`config.mk`:
```
export PLATFORM = sky130hd
export DESIGN_NAME = wthresh_voter
export DESIGN_NICKNAME = d
export VERILOG_FILES = /design/src/rtl/wv_pkg.sv /design/src/rtl/wv_cfg_regs.sv /design/src/rtl/wv_weighted_sum.sv /design/src/rtl/wv_decide.sv /design/src/rtl/wthresh_voter.sv
export SDC_FILE = /design/constraint.sdc
export NUM_CORES = 1
export LEC_CHECK = 0
export ABC_AREA = 0
export CORE_UTILIZATION = 38
export CTS_BUF_LIST = sky130_fd_sc_hd__clkbuf_8
export DETAILED_ROUTE_END_ITERATION = 8
export GPL_ROUTABILITY_DRIVEN = 1
export MAX_ROUTING_LAYER = met4
export REMOVE_ABC_BUFFERS = 1
export SYNTH_ARGS = -nofsm -noshare
export SYNTH_HDL_FRONTEND = slang
export SYNTH_HIERARCHICAL = 1
export SYNTH_SLANG_ARGS = --single-unit
```
`constraint.sdc`:
```
create_clock -name clk -period 8 [get_ports clk]
set_clock_uncertainty 0.05 [all_clocks]
set_input_delay 2.4 -clock clk [delete_from_list [all_inputs] [get_ports clk]]
set_output_delay 2.4 -clock clk [all_outputs]
set_load 0.02 [all_outputs]
```
`src/rtl/wv_pkg.sv`:
```
// Package wv_pkg
// Shared helper for sizing the weighted voter. Assumes a weight width
// of at least 1 bit and at least one vote.
package wv_pkg;

    // Bits needed to hold n_votes times the largest weight without overflow.
    function automatic int sum_bits(int n_votes, int weight_w);
        return $clog2(n_votes * ((1 << weight_w) - 1) + 1);
    endfunction

endpackage

```
`src/rtl/wv_cfg_regs.sv`:
```
// Module wv_cfg_regs
// Holds the per-vote weights and the threshold. It loads both from the
// configuration inputs on any edge where the load strobe is high, and
// keeps them otherwise. The reset state is a majority voter: every
// weight 1 and a threshold of floor(n/2)+1.
module wv_cfg_regs #(
    parameter int N_VOTES  = 4,
    parameter int WEIGHT_W = 3,
    parameter int SUM_W    = 5
) (
    input  logic                          clk,
    input  logic                          rst_n,
    input  logic                          cfg_load,
    input  logic [N_VOTES*WEIGHT_W-1:0]   cfg_weights,
    input  logic [SUM_W-1:0]              cfg_thresh,
    output logic [N_VOTES*WEIGHT_W-1:0]   weights_q,
    output logic [SUM_W-1:0]              thresh_q
);

    localparam logic [N_VOTES*WEIGHT_W-1:0] RST_WEIGHTS = {N_VOTES{WEIGHT_W'(1)}};
    localparam logic [SUM_W-1:0]            RST_THRESH  = SUM_W'(N_VOTES / 2 + 1);

    // Configuration storage: reset to a majority voter, load on the strobe.
    always_ff @(posedge clk) begin
        if (!rst_n) begin
            weights_q <= RST_WEIGHTS;
            thresh_q  <= RST_THRESH;
        end else if (cfg_load) begin
            weights_q <= cfg_weights;
            thresh_q  <= cfg_thresh;
        end
    end

    // a strobe stores exactly what the configuration inputs held.
    a_r6_load_weights: assert property (@(posedge clk) disable iff (!rst_n)
        cfg_load |=> (weights_q == $past(cfg_weights)) && (thresh_q == $past(cfg_thresh)));

    // without a strobe, the stored configuration is left as it was.
    a_r6_hold_config: assert property (@(posedge clk) disable iff (!rst_n)
        !cfg_load |=> $stable(weights_q) && $stable(thresh_q));

endmodule

```
`src/rtl/wv_weighted_sum.sv`:
```
// Module wv_weighted_sum
// Combinational sum of the weights of the votes that are 1. Each weight
// is gated by its own vote, widened to the sum width and then added.
// Assumes SUM_W is large enough for N_VOTES times the largest weight.
module wv_weighted_sum #(
    parameter int N_VOTES  = 4,
    parameter int WEIGHT_W = 3,
    parameter int SUM_W    = 5
) (
    input  logic [N_VOTES-1:0]            votes,
    input  logic [N_VOTES*WEIGHT_W-1:0]   weights,
    output logic [SUM_W-1:0]              sum
);

    logic [SUM_W-1:0] gated [N_VOTES];

    for (genvar gi = 0; gi < N_VOTES; gi++) begin : g_gate
        // Pass this input's weight only when its vote is 1.
        assign gated[gi] = votes[gi] ? SUM_W'(weights[gi*WEIGHT_W +: WEIGHT_W]) : '0;
    end

    // Add up the gated weights.
    always_comb begin
        sum = '0;
        for (int i = 0; i < N_VOTES; i++) begin
            sum = sum + gated[i];
        end
    end

    // when every weight is zero, no vote can contribute to the sum.
    always_comb begin
        if (weights == '0) begin
            a_r3_purged_sum: assert (sum == '0);
        end
    end

endmodule

```
`src/rtl/wv_decide.sv`:
```
// Module wv_decide
// Compares the weighted sum against the threshold and registers the
// result. A greater-or-equal compare is used, so a threshold of zero
// always gives an output of 1.
module wv_decide #(
    parameter int SUM_W = 5
) (
    input  logic             clk,
    input  logic             rst_n,
    input  logic [SUM_W-1:0] sum,
    input  logic [SUM_W-1:0] thresh,
    output logic             decision
);

    // Register the compare result every cycle; cleared by reset.
    always_ff @(posedge clk) begin
        if (!rst_n) begin
            decision <= 1'b0;
        end else begin
            decision <= (sum >= thresh);
        end
    end

endmodule

```
`src/rtl/wthresh_voter.sv`:
```
// Module wthresh_voter
// Top of the weighted threshold voter. It chains three stages:
//   - the configuration registers;
//   - the gated weight adder;
//   - the registered compare.
// Assumes the votes are synchronous to clk.
module wthresh_voter #(
    parameter  int N_VOTES  = 4,
    parameter  int WEIGHT_W = 3,
    localparam int SUM_W    = wv_pkg::sum_bits(N_VOTES, WEIGHT_W)
) (
    input  logic                          clk,
    input  logic                          rst_n,
    input  logic                          cfg_load,
    input  logic [N_VOTES*WEIGHT_W-1:0]   cfg_weights,
    input  logic [SUM_W-1:0]              cfg_thresh,
    input  logic [N_VOTES-1:0]            votes,
    output logic                          vote_out
);

    localparam int MAX_SUM = N_VOTES * ((1 << WEIGHT_W) - 1);

    logic [N_VOTES*WEIGHT_W-1:0] weights_q;
    logic [SUM_W-1:0]            thresh_q;
    logic [SUM_W-1:0]            sum;

    wv_cfg_regs #(
        .N_VOTES (N_VOTES),
        .WEIGHT_W(WEIGHT_W),
        .SUM_W   (SUM_W)
    ) u_cfg (
        .clk        (clk),
        .rst_n      (rst_n),
        .cfg_load   (cfg_load),
        .cfg_weights(cfg_weights),
        .cfg_thresh (cfg_thresh),
        .weights_q  (weights_q),
        .thresh_q   (thresh_q)
    );

    wv_weighted_sum #(
        .N_VOTES (N_VOTES),
        .WEIGHT_W(WEIGHT_W),
        .SUM_W   (SUM_W)
    ) u_sum (
        .votes  (votes),
        .weights(weights_q),
        .sum    (sum)
    );

    wv_decide #(
        .SUM_W(SUM_W)
    ) u_decide (
        .clk     (clk),
        .rst_n   (rst_n),
        .sum     (sum),
        .thresh  (thresh_q),
        .decision(vote_out)
    );

    // a stored threshold of zero gives 1 on the next edge.
    a_r4_zero_thresh: assert property (@(posedge clk) disable iff (!rst_n)
        (thresh_q == '0) |=> vote_out);

    // a threshold above the largest possible sum gives 0 on the next edge.
    a_r5_unreachable: assert property (@(posedge clk) disable iff (!rst_n)
        (int'(thresh_q) > MAX_SUM) |=> !vote_out);

    // with every input purged and a nonzero threshold, the vote fails.
    a_r3_all_purged: assert property (@(posedge clk) disable iff (!rst_n)
        ((weights_q == '0) && (thresh_q != '0)) |=> !vote_out);

endmodule

```
# ---- After elaboration in Yosys (flattened, before gate mapping)
# Index checks and enable logic that the tools add are counted.
dict set report op_classes {
  add_sub_neg 3
  mul 0
  div 0
  order_cmp 1
  n_eq_ne 0
  shift 0
  muxes 4
  bitwise_logic 0
  reduce_logical 0
}
# operator count
set ops {}
lappend ops {{$add A5 B5 Y5} 3}
lappend ops {{$mux W3} 4}
lappend ops {{$ge A5 B5 Y1} 1}
dict set report word_totals {
  register_bits 18
  latch_bits 0
  mem_bits_rw 0
  rom_bits 0
  inputBits 24
  out_inout_bits 1
  wordCells 11
  memories 0
}

# ---- Logic depth before layout (Yosys ltp)
dict set report depth {
  word_depth 5
  mapped_depth 12
  ltp_nobuf 12
}

# ---- By module
# The synthesis kept the hierarchy.
# module n_inst cells_per_inst area_per_inst_um2 seq_area_each_um2
set by_module_without_submodules {}
lappend by_module_without_submodules {wv_cfg_regs 1 54 636.9 340.3}
lappend by_module_without_submodules {wv_weighted_sum 1 34 270.3 0.0}
lappend by_module_without_submodules {wv_decide 1 18 142.6 20.0}

# ---- Least setup slack after synthesis
# Ideal clock, no wire load.
dict set report synth_path {
  kind {input-to-reg}
  startpoint {in votes[3]}
  endpoint {reg u_decide.decision}
  setup_time_ps 127
  arrival_time_ps 4759
  required_ps 7823
  slack_ps 3064
  path_stages 12
  cell_sequence {nand2_1 fa_1 fa_1 inv_1 ha_1 inv_1 fa_1 xnor2_1 ha_1 o21a_1 o21ai_1 a31oi_1}
}
dict set report synth_via {
  elab_chain_len 3
}
# element line_no
set synth_lines {}
lappend synth_lines {{start, declared} wthresh_voter.sv:17} ;# input logic [N_VOTES-1:0] votes,
lappend synth_lines {{$mux W3} wv_weighted_sum.sv:19} ;# assign gated[gi] = votes[gi] ? SUM_W'(weights[gi*WEIGHT_W +: WEIGHT_W]) : '0;
lappend synth_lines {{$add A5 B5 Y5} wv_weighted_sum.sv:26} ;# sum = sum + gated[i];
lappend synth_lines {{net sum[3]} wthresh_voter.sv:25} ;# logic [SUM_W-1:0] sum;
lappend synth_lines {{$ge A5 B5 Y1} wv_decide.sv:20} ;# decision <= (sum >= thresh);
lappend synth_lines {{end signal, assigned} wv_decide.sv:20}
lappend synth_lines {{end, declared} wv_decide.sv:12} ;# output logic decision
# The timed path passes the listed nets, and every way through them passes these cells.
# A chain may end at the register's enable or synchronous reset.

# ---- Worst setup path after layout
dict set report layout_path {
  startpoint {in votes[2]}
  endpoint {reg u_decide.decision}
}
dict set report layout_via {
  elab_chain_len 4
}
# element line_no
set layout_lines {}
lappend layout_lines {{$mux W3} wv_weighted_sum.sv:19}
lappend layout_lines {{$add A5 B5 Y5 (2 in a row)} wv_weighted_sum.sv:26}
lappend layout_lines {{net sum[3]} wthresh_voter.sv:25}
lappend layout_lines {{$ge A5 B5 Y1} wv_decide.sv:20}
# The timed path passes the listed nets, and every way through them passes these cells.

==> reports/qor.yml <==
clocking:
  cts_root_buffer: "clkbuf_8"
  cts_resized: 0
  clkTransAtPathRegs_ns: 0.07
  postCtsHoldBufs: 0
  post_cts_buffers: 0
  clock-sinks: 18
  cts_inserted_buffers: 3
  cts_tree: "done"
  htreeDepth: 1
  clkLatencyLatePin_ns: 0.25
  cts_buffer_depth: 2
logic_synthesis:
  syn-cell-area_mm2: 0.00105
  synthTopCellsByArea: "dfxtp_1 34%, mux2i_1 16%, fa_1 11%, ha_1 11%, nand2_1 6.8%"
  synth.largest_area_cell: "dfxtp_1"
  synth_common_cells: "19 x nand2_1, 18 x dfxtp_1, 17 x mux2i_1"
  ys_types: 19
  yosysSeqAreaShare: 0.343
  synth.most_common_cell: "nand2_1"
  synth_top_area_share: 0.343
  yosys_warnings: 6
  avgSynthCellArea_um2: 9.90
  synthCells: 106
  yosys_register_bits: 18
  synthArstFlopShare: 0
  synth_edf_count: 0
  ys.flop_type: "dfxtp_1"
critical_path:
  r2r.worst_path.cells: 12
  crit_fanout: 3
  required_ns: 8.08
  crit_path_end_kind: "register"
  r2r_start: "u_cfg/weights_q[7]"
  worstSetupStartpoint: "votes[2]"
  critPathKind: "in -> reg"
  cp_data_arrival_time_ns: 5.44
  startpoint_type: "primary input"
floorplan:
  die_w_um: 54.6
  rows: 18
  initial_core_util: 0.412
  die_area_mm2: 0.00298
  coreArea_mm2: 0.00254
  ioPinCount: 25
  chipHeight_um: 54.6
placement:
  dp.final_hpwl_mm: 1.44
  pre_cts_slack_ns: 2.36
  numPortBuffers: 24
  gp_congestion: 0.766
global_route:
  gr-total-overflow: 0
  grt_pass1_wl_mm: 3.01
  grt_max_degree: 19
  antenna_found_initial: 0
  track_usage: 0.154
  grt_pass1_vias: 730
power:
  power_leakage_nw: 0.619
  power.total_w: 0.000233
  powerDensity_mw_per_mm2: 173
  vdd_ir_drop_max_mv: 0.121
cells_and_area:
  drive_above_1_share: 0.0305
  area_delta_synth_final_pct: 28.4
  antenna_cells: 0
  fin_util: 0.529
  fillCellCount: 252
  fin_nets: 171
run_status:
  status: "finished clean"
sta:
  fin_ws_ns: 2.64
  hold_viol: 0
  hold_ws_ns: 0.432
  slew_violations: 0
  worst_slew_pin_slew_ns: 0.999
  rsz0062_at_grt: "false"
  finalCriticalPeriod_ns: 5.36
  setup_viol: 0
  setup_tns_ns: 0
  fmax_mhz: 187
  layout_worst_path_cycle_share: 0.670
  slew_headroom: 0.332
hold_path:
  holdPathStages: 2
  min-delay-start: "u_cfg/weights_q[9]"
  min_path_type: "reg -> reg"
flow_run:
  cap_violations: 0
routing:
  drtPass1Iterations: 3
  first_iter_violations: 6
  vias_per_cell: 4.57
  drt_wl_total_mm: 1.78
  num_vias: 736
  routedWlPerCell_um: 11.1
  postRouteAntennaNets: 0
  drc: 0
## logic make-up (layout without fill, tap and decap cells)
logic type / Yosys count / count (layout) / share of synthesized area
XOR/XNOR: 1 / 1 / 0.00834
AO/OA/AOI/OAI: 6 / 6 / 0.0370
multiplexers: 17 / 17 / 0.162
buffers and inverters: 17 / 42 / 0.0834
adder cells (fa/ha/maj): 15 / 15 / 0.222
AND/OR/NAND/NOR: 32 / 32 / 0.144
flip-flops: 18 / 18 / 0.343
## through the flow
| step | std cells | instance area (um2) |
|---|---|---|
| after global placement | 157 | 1290 |
| final | 161 | 1350 |
| after detailed placement | 157 | 1290 |
| after global routing | 161 | 1350 |
| after CTS | 161 | 1350 |
| after floorplan | 103 | 1010 |
## metal layers
layer / track usage / wire [um] / vias to the layer above
met1: 0.173 / 834 / 331
met2: 0.256 / 875 / 14
met3: 0.0500 / 57 / 2
met4: 0.0513 / 17 / 0
li1: - / - / 389
met5: - / 0 / -
## layout make-up
cell class | instances | area (um2) | share of cell area
inverters | 14 | 52.6 | 0.0390
flip-flops and latches | 18 | 360 | 0.267
clock buffers | 4 | 55.1 | 0.0409
well taps | 30 | 37.5 | 0.0279
multi-input cells | 71 | 602 | 0.447
repair buffers | 24 | 240 | 0.178
## where the power goes
| part | switching (W) | internal, W |
|---|---|---|
| Sequential | 0.00000279 | 0.0000961 |
| Clock | 0.0000314 | 0.0000437 |
| Combinational | 0.0000263 | 0.0000326 |
## worst max-delay path, cell delays in order
cell and delay, ns:
clkdlybuf4s50_1 0.51, nand2_1 0.10, fa_1 0.49, fa_1 0.49
inv_1 0.07, ha_1 0.16, inv_1 0.05, fa_1 0.38
xnor2_1 0.14, ha_1 0.29, o21a_1 0.17, o21ai_1 0.12
a31oi_1 0.07
## final timing paths
check                  endpoint  slack [ns]
min reg2reg  u_cfg/weights_q[9]        0.43
max reg2reg   u_decide/decision        4.97
min          u_cfg/weights_q[9]        0.43
max           u_decide/decision        2.64
## sequential cells by signal, summed over array words and instances, names as in the netlist
name	flops
u_cfg/weights_q	12
u_cfg/thresh_q	5
u_decide/decision	1
## cells in the final DEF (no fill, tap or decap), drive strengths merged, types with 4 or more instances in the layout
cell           instances
ha                     9
mux2i                 17
fa                     6
nand2                 19
clkbuf                 4
clkdlybuf4s50         24
dfxtp                 18
nor2b                 11
inv                   14
Power figures use the tool's default switching activity.
